$ cat src/rtl/bwd_pkg.sv
package bwd_pkg;
  localparam int DATA_W    = 32;
  localparam int BYTES     = DATA_W / 8;
  localparam logic [DATA_W-1:0] MEM_MASK = 32'hFFFF_F000;
  localparam logic [DATA_W-1:0] IO_MASK  = 32'hFFFF_FFFC;

  // merge enabled bytes of new data into old value, then clear hard-wired bits
  function automatic logic [DATA_W-1:0] be_merge(
    input logic [DATA_W-1:0] old_v,
    input logic [DATA_W-1:0] new_v,
    input logic [BYTES-1:0]  be,
    input logic [DATA_W-1:0] mask
  );
    logic [DATA_W-1:0] r;
    r = old_v;
    for (int i = 0; i < BYTES; i++)
      if (be[i]) r[8*i +: 8] = new_v[8*i +: 8];
    return r & mask;
  endfunction

  // inclusive range test on the masked address
  function automatic logic in_range(
    input logic [DATA_W-1:0] addr,
    input logic [DATA_W-1:0] lo,
    input logic [DATA_W-1:0] hi,
    input logic [DATA_W-1:0] mask
  );
    logic [DATA_W-1:0] a;
    a = addr & mask;
    return (a >= (lo & mask)) && (a <= (hi & mask));
  endfunction
endpackage

$ cat src/rtl/bwd_regs.sv
module bwd_regs
  import bwd_pkg::*;
#(
  parameter int NWIN    = 2,
  parameter int CFG_AW  = 6,
  parameter int MEM_DW0 = 7,
  parameter int PF_BIT0 = 24
) (
  input  logic                         clk,
  input  logic                         rst_n,
  input  logic                         cfg_wr,
  input  logic [CFG_AW-1:0]            cfg_addr,
  input  logic [BYTES-1:0]             cfg_be,
  input  logic [DATA_W-1:0]            cfg_wdata,
  output logic [DATA_W-1:0]            cfg_rdata,
  output logic [NWIN-1:0][DATA_W-1:0]  mem_lo,
  output logic [NWIN-1:0][DATA_W-1:0]  mem_hi,
  output logic [NWIN-1:0][DATA_W-1:0]  io_lo,
  output logic [NWIN-1:0][DATA_W-1:0]  io_hi,
  output logic [NWIN-1:0]              pf
);
  localparam int IO_DW0  = MEM_DW0 + 2*NWIN;
  localparam int CTRL_DW = IO_DW0 + 2*NWIN;
  localparam int PF_BYTE = PF_BIT0 / 8;

  logic [31:0] sel;
  assign sel = 32'(cfg_addr);

  always_ff @(posedge clk or negedge rst_n) begin
    if (!rst_n) begin
      mem_lo <= '0;
      mem_hi <= '0;
      io_lo  <= '0;
      io_hi  <= '0;
      pf     <= '0;
    end else if (cfg_wr) begin
      for (int k = 0; k < NWIN; k++) begin
        if (sel == 32'(MEM_DW0 + 2*k))
          mem_lo[k] <= be_merge(mem_lo[k], cfg_wdata, cfg_be, MEM_MASK);
        if (sel == 32'(MEM_DW0 + 2*k + 1))
          mem_hi[k] <= be_merge(mem_hi[k], cfg_wdata, cfg_be, MEM_MASK);
        if (sel == 32'(IO_DW0 + 2*k))
          io_lo[k]  <= be_merge(io_lo[k], cfg_wdata, cfg_be, IO_MASK);
        if (sel == 32'(IO_DW0 + 2*k + 1))
          io_hi[k]  <= be_merge(io_hi[k], cfg_wdata, cfg_be, IO_MASK);
        if (sel == 32'(CTRL_DW) && cfg_be[PF_BYTE])
          pf[k] <= cfg_wdata[PF_BIT0 + k];
      end
    end
  end

  always_comb begin
    cfg_rdata = '0;
    for (int k = 0; k < NWIN; k++) begin
      if (sel == 32'(MEM_DW0 + 2*k))     cfg_rdata = mem_lo[k];
      if (sel == 32'(MEM_DW0 + 2*k + 1)) cfg_rdata = mem_hi[k];
      if (sel == 32'(IO_DW0 + 2*k))      cfg_rdata = io_lo[k];
      if (sel == 32'(IO_DW0 + 2*k + 1))  cfg_rdata = io_hi[k];
    end
    if (sel == 32'(CTRL_DW))
      for (int k = 0; k < NWIN; k++) cfg_rdata[PF_BIT0 + k] = pf[k];
  end

  // named event for the stability check below
  logic idle_write;
  assign idle_write = cfg_wr && (cfg_be == '0);

  AST_MEM_LOW_ZERO: assert property (@(posedge clk) disable iff (!rst_n)
    (mem_lo[0][11:0] == '0) && (mem_hi[NWIN-1][11:0] == '0));
  AST_IO_LOW_ZERO: assert property (@(posedge clk) disable iff (!rst_n)
    (io_lo[0][1:0] == '0) && (io_hi[NWIN-1][1:0] == '0));
  AST_EMPTY_BE_STABLE: assert property (@(posedge clk) disable iff (!rst_n)
    idle_write |=> ($stable(mem_lo) && $stable(mem_hi) && $stable(io_lo) && $stable(io_hi) && $stable(pf)));
endmodule

$ cat src/rtl/bwd_match.sv
module bwd_match
  import bwd_pkg::*;
#(
  parameter logic [DATA_W-1:0] MASK = MEM_MASK
) (
  input  logic [DATA_W-1:0] addr,
  input  logic [DATA_W-1:0] lo,
  input  logic [DATA_W-1:0] hi,
  output logic              en,
  output logic              hit
);
  assign en  = (lo != '0) || (hi != '0);
  assign hit = en && in_range(addr, lo, hi, MASK);
endmodule

$ cat src/rtl/bwd_prio.sv
module bwd_prio #(
  parameter int NWIN  = 2,
  parameter int WIN_W = 1
) (
  input  logic [NWIN-1:0]  hits,
  output logic             any,
  output logic [WIN_W-1:0] idx
);
  always_comb begin
    any = 1'b0;
    idx = '0;
    for (int k = NWIN-1; k >= 0; k--)
      if (hits[k]) begin
        any = 1'b1;
        idx = WIN_W'(k);
      end
  end
endmodule

$ cat src/rtl/bridge_window_decoder.sv
module bridge_window_decoder
  import bwd_pkg::*;
#(
  parameter int NWIN   = 2,
  parameter int CFG_AW = 6,
  parameter int WIN_W  = (NWIN > 1) ? $clog2(NWIN) : 1
) (
  input  logic              clk,
  input  logic              rst_n,
  input  logic              cfg_wr,
  input  logic [CFG_AW-1:0] cfg_addr,
  input  logic [3:0]        cfg_be,
  input  logic [31:0]       cfg_wdata,
  output logic [31:0]       cfg_rdata,
  input  logic              dec_req,
  input  logic              dec_is_io,
  input  logic [31:0]       dec_addr,
  output logic              dec_claim,
  output logic [WIN_W-1:0]  dec_win,
  output logic              dec_prefetch
);
  logic [NWIN-1:0][DATA_W-1:0] mem_lo, mem_hi, io_lo, io_hi;
  logic [NWIN-1:0] pf, mem_en, mem_hit, io_en, io_hit;
  logic mem_any, io_any;
  logic [WIN_W-1:0] mem_idx, io_idx;

  bwd_regs #(.NWIN(NWIN), .CFG_AW(CFG_AW)) regs_i (
    .clk(clk), .rst_n(rst_n), .cfg_wr(cfg_wr), .cfg_addr(cfg_addr),
    .cfg_be(cfg_be), .cfg_wdata(cfg_wdata), .cfg_rdata(cfg_rdata),
    .mem_lo(mem_lo), .mem_hi(mem_hi), .io_lo(io_lo), .io_hi(io_hi), .pf(pf)
  );

  for (genvar k = 0; k < NWIN; k++) begin : g_win
    bwd_match #(.MASK(MEM_MASK)) mem_m (
      .addr(dec_addr), .lo(mem_lo[k]), .hi(mem_hi[k]),
      .en(mem_en[k]), .hit(mem_hit[k]));
    bwd_match #(.MASK(IO_MASK)) io_m (
      .addr(dec_addr), .lo(io_lo[k]), .hi(io_hi[k]),
      .en(io_en[k]), .hit(io_hit[k]));
  end

  bwd_prio #(.NWIN(NWIN), .WIN_W(WIN_W)) mem_p (.hits(mem_hit), .any(mem_any), .idx(mem_idx));
  bwd_prio #(.NWIN(NWIN), .WIN_W(WIN_W)) io_p  (.hits(io_hit),  .any(io_any),  .idx(io_idx));

  assign dec_claim    = dec_req && (dec_is_io ? io_any : mem_any);
  assign dec_win      = dec_is_io ? io_idx : mem_idx;
  assign dec_prefetch = dec_claim && !dec_is_io && pf[mem_idx];

  AST_IDLE_NO_CLAIM: assert property (@(posedge clk) disable iff (!rst_n)
    !dec_req |-> !dec_claim);
  AST_CLAIM_NEEDS_ENABLE: assert property (@(posedge clk) disable iff (!rst_n)
    dec_claim |-> (dec_is_io ? io_en[dec_win] : mem_en[dec_win]));
  AST_LOW_WINDOW_FIRST: assert property (@(posedge clk) disable iff (!rst_n)
    (dec_claim && !dec_is_io && mem_hit[0]) |-> (dec_win == '0));
  AST_PF_ON_MEM_ONLY: assert property (@(posedge clk) disable iff (!rst_n)
    dec_prefetch |-> (dec_claim && !dec_is_io));
endmodule

$ cat config.mk
export PLATFORM = sky130hd
export DESIGN_NAME = bridge_window_decoder
export DESIGN_NICKNAME = d
export VERILOG_FILES = /design/src/rtl/bwd_pkg.sv /design/src/rtl/bwd_regs.sv /design/src/rtl/bwd_match.sv /design/src/rtl/bwd_prio.sv /design/src/rtl/bridge_window_decoder.sv
export SDC_FILE = /design/constraint.sdc
export NUM_CORES = 1
export LEC_CHECK = 0
export BUFFER_PORTS_ARGS = -buffer_cell sky130_fd_sc_hd__clkbuf_2
export CAP_MARGIN = 20
export CORE_UTILIZATION = 56
export CTS_CLUSTER_DIAMETER = 30
export DETAILED_ROUTE_END_ITERATION = 7
export PLACE_DENSITY_LB_ADDON = 0.2
export SYNTH_ARGS = -nofsm -noshare
export SYNTH_HDL_FRONTEND = slang
export SYNTH_SLANG_ARGS = --single-unit
$ cat constraint.sdc
create_clock -name clk -period 2.95 [get_ports clk]
set_clock_uncertainty 0.15 [all_clocks]
set_input_delay 0.4425 -clock clk [delete_from_list [all_inputs] [get_ports clk]]
set_output_delay 0.4425 -clock clk [all_outputs]
set_load 0.03 [all_outputs]
Yosys cells after proc, flatten, opt, wreduce, memory -nomap -nowiden
Cells that the tools add are included.
{"block": "totals", "latchBits": 0, "n_memories": 0, "mem_bits_ro": 0, "inputBits": 79, "ram_bits": 0, "wordCells": 120, "out_inout_bits": 35, "register_bits": 202}
{"block": "op_classes", "muxes": 19, "n_div": 0, "magnitude_cmp": 9, "shift": 0, "reduce_logical": 54, "n_mul": 0, "addsub": 0, "n_eq_ne": 9, "bitwise": 0}
{"operator": "$mux 32", "n": 8}
{"operator": "$reduce_bool 32->1", "n": 8}
{"operator": "$ge 32x32->1", "n": 4}
{"operator": "$le 32x32->1", "n": 4}
{"operator": "$reduce_and 3->1", "n": 28}
{"operator": "$eq 6x4->1 const B", "n": 8}
{"operator": "$logic_and 1x1->1", "n": 12}
{"operator": "$mux 1", "n": 10}
{"operator": "$eq 6x3->1 const B", "n": 1}
{"operator": "$logic_or 1x1->1", "n": 4}
{"operator": "$lt 1x2->1 const B", "n": 1}
{"operator": "$mux 2", "n": 1}
{"operator": "$reduce_and 2->1", "n": 1}
{"operator": "$logic_not 1->1", "n": 1}

Logic depth before layout (Yosys ltp)
{"block": "logic_depth", "depth_word": 10, "ltp_mapped": 10, "mapped_depth_nobuf": 10}

Cells and area by module
Synthesis repeated with hierarchy kept, for this count alone.
{"block": "hier_totals", "hier_cells": 1566, "hier_area_um2": 15268.4}
{"mod": "bwd_regs", "cells_each": 775, "n_inst": 1, "seq_area_each_um2": 5054.8, "area_per_inst_um2": 9700.6}
{"mod": "bwd_match at g_win[0].io_m ...", "cells_each": 231, "n_inst": 2, "seq_area_each_um2": 0.0, "area_per_inst_um2": 1620.3}
{"mod": "bwd_match at g_win[0].mem_m ...", "cells_each": 160, "n_inst": 2, "seq_area_each_um2": 0.0, "area_per_inst_um2": 1123.6}
{"mod": "bridge_window_decoder", "cells_each": 5, "n_inst": 1, "seq_area_each_um2": 0.0, "area_per_inst_um2": 50.0}
{"mod": "bwd_prio", "cells_each": 2, "n_inst": 2, "seq_area_each_um2": 0.0, "area_per_inst_um2": 15.0}

Least setup slack after synthesis
Ideal clock, no wire load.
{"block": "synth_path", "path_kind": "input to output", "start": "input port dec_addr[23]", "end": "output port dec_claim", "cell_stages": 9, "path_buffers": 0, "required_time_ns": 2.358, "t_arrival_ns": 2.838, "path_slack_ns": -0.480, "path_cell_list": "ha_1 and4_1 nand4_1 or4_4 nor4b_2 a2111oi_1 o21a_1 o31a_1 a21oi_1"}
{"block": "synth_via", "elab_chain_cells": 7, "elab_cells_between_ends": 22, "classes_between": "order compare (8); mux (5); reduce/logical (9)"}
{"item": "start, declared", "line_no": "bridge_window_decoder.sv:17", "source": "input logic [31:0] dec_addr,"}
{"item": "$ge 32x32->1 / $le 32x32->1 (equally long branches)", "line_no": "bwd_pkg.sv:30", "source": "return (a >= (lo & mask)) && (a <= (hi & mask));"}
{"item": "$logic_and 1x1->1", "line_no": "bwd_pkg.sv:30"}
{"item": "$logic_and 1x1->1", "line_no": "bwd_match.sv:13", "source": "assign hit = en && in_range(addr, lo, hi, MASK);"}
{"item": "$mux 1 (2 in series)", "line_no": "bwd_prio.sv:13", "source": "if (hits[k]) begin"}
{"item": "$mux 1 *", "line_no": "bridge_window_decoder.sv:45", "source": "assign dec_claim = dec_req && (dec_is_io ? io_any : mem_any);"}
{"item": "$logic_and 1x1->1 *", "line_no": "bridge_window_decoder.sv:45"}
{"item": "end, declared", "line_no": "bridge_window_decoder.sv:18", "source": "output logic dec_claim,"}
Mark *: on every way between the ends. The rest lies on a longest branch, timed or not.

Worst setup path after layout
{"block": "layout_path", "start": "register regs_i.io_lo[20] in the netlist's numbering", "end": "output port dec_claim"}
{"block": "layout_via", "elab_chain_cells": 6, "elab_cells_between_ends": 8, "classes_between": "order compare (1); mux (2); reduce/logical (5)"}
{"item": "start, declared", "line_no": "bwd_regs.sv:18", "source": "output logic [NWIN-1:0][DATA_W-1:0] io_lo,"}
{"item": "start signal, assigned by index", "line_no": "bwd_regs.sv:43", "source": "io_lo[k] <= be_merge(io_lo[k], cfg_wdata, cfg_be, IO_MASK);"}
{"item": "$ge 32x32->1 / $reduce_bool 32->1 (equally long branches)", "line_no": "bwd_pkg.sv:30, bwd_match.sv:12"}
{"item": "$logic_and 1x1->1 / $logic_or 1x1->1 (equally long branches)", "line_no": "bwd_pkg.sv:30, bwd_match.sv:12"}
{"item": "$logic_and 1x1->1 *", "line_no": "bwd_match.sv:13"}
{"item": "$mux 1 *", "line_no": "bwd_prio.sv:13"}
{"item": "$mux 1 *", "line_no": "bridge_window_decoder.sv:45"}
{"item": "$logic_and 1x1->1 *", "line_no": "bridge_window_decoder.sv:45"}
Marked as above.

==> metrics.txt <==
Inserted Clock Buffers=52; most used cell, CP=buf_4; CP startpoint=regs_i.io_lo[20]$_DFFE_PN0P_; Critical R2R Capture=regs_i.io_hi[4]$_DFFE_PN0P_; Worst Setup Slack, final=-1150 ps; VDD IR-drop max=0.000681 V; crit path launch type=flip-flop; post-synth top area cell=dfrtp_1; first-pass GRT wire length=85.8 mm; All-Layer GR Usage=43.4%; routed len/inst=22.8 µm; worst path cell trace=inv_1 -> ha_4 -> and4_4 -> nand4_1 -> buf_4 -> or4_4 -> nor4b_4 -> a2111oi_4 -> o21a_1 -> o31a_1 -> buf_4 -> a21oi_4 -> buf_8; Crit Path Class=flip-flop to output pin; # IOs=114; Layout Nets=2352; post-route cell area=0.0199 mm²; sequential power share=27.1%; reg-to-reg slack, setup=1870 ps; CTS sink count=202; Netlist cell types=53; final-report setup violation count=3; largest net degree at the start of global routing=60; die height=161 µm; Fmax=0.244 GHz; RSZ-0062 raised after global routing=true; Hold Startpoint=cfg_wdata[5]; First DRT Iteration DRCs=1681; CTS max path bufs=3; clock-pin slew of the registers on the worst-case setup and hold paths=40 ps; Pint=8.71 mW; Die ar.=0.0258 mm²; gp weighted congestion=1.02; final core occ=81.0%; syn_area_per_cell=8.71 µm²; cell area after synthesis=0.0141 mm²; grt ovf=0; root buf cell=clkbuf_16; Clk pwr share=49.5%; number of synthesized flops with an enable pin=0; number of global-route vias before repair=15700; hpwl dp=41.0 mm; Placed Instance Area=0.0176 mm²; synth top area cells=dfrtp_1, ha_1, o21ai_0, nand2_1, inv_1; Remaining DRCs=0; Max-slew headroom=57.7%; worst r2r path cells=2; top-area cell type share of the netlist area=35.8%; TritonCTS clock tree=built; Final Cycle Share=139%; register area share after synthesis=35.8%; FF+latch count, synth=202; worst hold stages=3; Total Wirelength=55.6 mm; failing checks=setup timing; most common cell in the netlist=nand2_1; Period minus WS final=4100 ps; H-tree levels=2; Fillers=1564; Initial Util=57.5%; via count=15300; share of layout cells above drive strength 1=31.2%; Worst Setup End Kind=output pin; actual slew at the worst max-slew pin=629 ps; worst-path fanout max=2; Switching Share=29.3%; combinational power share=23.3%; Main synth FF type=dfrtp_1; worst path arrival time=3510 ps; CP Data Required Time=2360 ps; Pleak=10.0 nW; Switch Pwr=3.60 mW; Power per Cell Area=620 mW/mm²; Tot Pwr=12.3 mW; I/O Buffers=107; Via density=6.27; Fin Hold WS=1.16 ps; row count=57; post-synthesis async set-or-reset flop share=100%; Core Box Area=0.0245 mm²; Syn. warnings=0; Clk Latency, worst-skew pair=550 ps; P&R area growth vs syn=40.7%; initial antenna violation count=0; top cells by count, synth=nand2_1, o21ai_0, dfrtp_1; Slew Viols, Final=0; 1st-pass router iterations=7; status=finished with violations; final hold violations=0; crit path max-delay cell type=or4_4; Cells after Synth=1621; Worst Hold Endpoint=regs_i.io_lo[5]$_DFFE_PN0P_; Max-Cap Viols=0; worst r2r src=regs_i.io_hi[4]$_DFFE_PN0P_; slowest cell delay on critical path=450 ps; Final ANT Viol Nets=0; Worst Hold Class=input pin to flip-flop; Die W=161 µm
-- registers in the layout, indices dropped and copies added, names as in the netlist --
| name | cells |
|---|---|
| regs_i.mem_hi | 40 |
| regs_i.io_hi | 60 |
| regs_i.pf | 2 |
| regs_i.mem_lo | 40 |
| regs_i.io_lo | 60 |
-- per-layer routing --
layer,share of wire (%),track usage [%],up-vias
li1,-,-,6733
met2,44,67.4,966
met1,39,55.3,7321
met4,6.7,27.4,0
met5,0,0,-
met3,11,9.27,279
-- cells by family (layout without fill, tap and decap cells) --
group,Yosys count,in the layout,share of synthesized area [%]
AO/OA/AOI/OAI,418,418,17.7
adder cells (fa/ha/maj),200,200,17.7
buffers and inverters,262,756,7.02
flip-flops,202,202,35.8
multiplexers,83,83,6.40
other,1,3,0.0266
AND/OR/NAND/NOR,455,455,15.3
-- cell usage in the layout, fill, tap and decap left out, drive strengths merged, types with 7 or more instances in the layout --
cell | Yosys | routed
and4 | 11 | 11
o211ai | 7 | 7
a211oi | 13 | 13
nand2b | 7 | 7
a21oi | 75 | 75
bufinv | 0 | 9
mux2 | 58 | 58
nor4 | 51 | 51
o21ai | 214 | 214
inv | 199 | 200
ha | 200 | 200
a22oi | 31 | 31
mux2i | 25 | 25
nand3 | 28 | 28
nor3 | 11 | 11
clkbuf | 47 | 173
nor2 | 55 | 55
dfrtp | 202 | 202
nand2 | 221 | 221
nand4 | 47 | 47
a222oi | 19 | 19
a21o | 24 | 24
buf | 16 | 353
clkinv | 0 | 13
-- worst max-delay path by stage --
stage                            to  slack [ps]  cells past startpoint
after floorplan             dec_win        -180                      9
after global placement    dec_claim        -840                     13
after detailed placement  dec_claim        -890                     13
after CTS                 dec_claim       -1170                     12
after global routing      dec_claim       -1240                     13
final                     dec_claim       -1150                     13
-- through the flow --
step	setup TNS, ps	cells	setup WS [ps]
floorplan	-312	1622	-184
global placement	-2230	2333	-838
detailed placement	-2380	2333	-892
CTS	-2980	2433	-1170
global route	-3230	2440	-1240
finish	-3010	2441	-1150
-- final cells by class --
type / count / area, µm² / share of cell area (%)
Timing Repair Buffer: 460 / 3310 / 16.7
Sequential cell: 202 / 5050 / 25.4
Clock buffer: 69 / 1490 / 7.49
Tap cell: 324 / 405 / 2.04
Multi-Input combinational cell: 1158 / 8450 / 42.5
Clock inverter: 28 / 404 / 2.03
Antenna cell: 1 / 2.50 / 0.0126
Inverter: 199 / 747 / 3.76
-- repair_timing --
item / 4_1_cts / 5_1_grt
buffers inserted: 1 / 7
hold buffers: 3 / 0
endpoints found under the setup margin: 3 / 3
pin swaps: 17 / 13
endpoints found under the hold margin: 58 / 0
gates resized for setup: 33 / 19
-- power by group through the flow --
stage | combinational, mW | clock (mW) | sequential (mW)
after CTS | 2.73 | 6.10 | 3.33
after floorplan | 1.22 | 0 | 3.34
after detailed placement | 2.63 | 0 | 3.36
after global routing | 3.11 | 6.26 | 3.37
after global placement | 2.54 | 0 | 3.35
final | 2.87 | 6.10 | 3.34
-- worst max-delay path, delay by kind of cell (launching register included) --
family,cells,cell delay [ps]
compound gates,4,730
flops,1,360
fa+ha+maj,1,270
simple gates,4,1080
buf+inv,4,540
No activity file was read; power rests on OpenSTA's default activity.
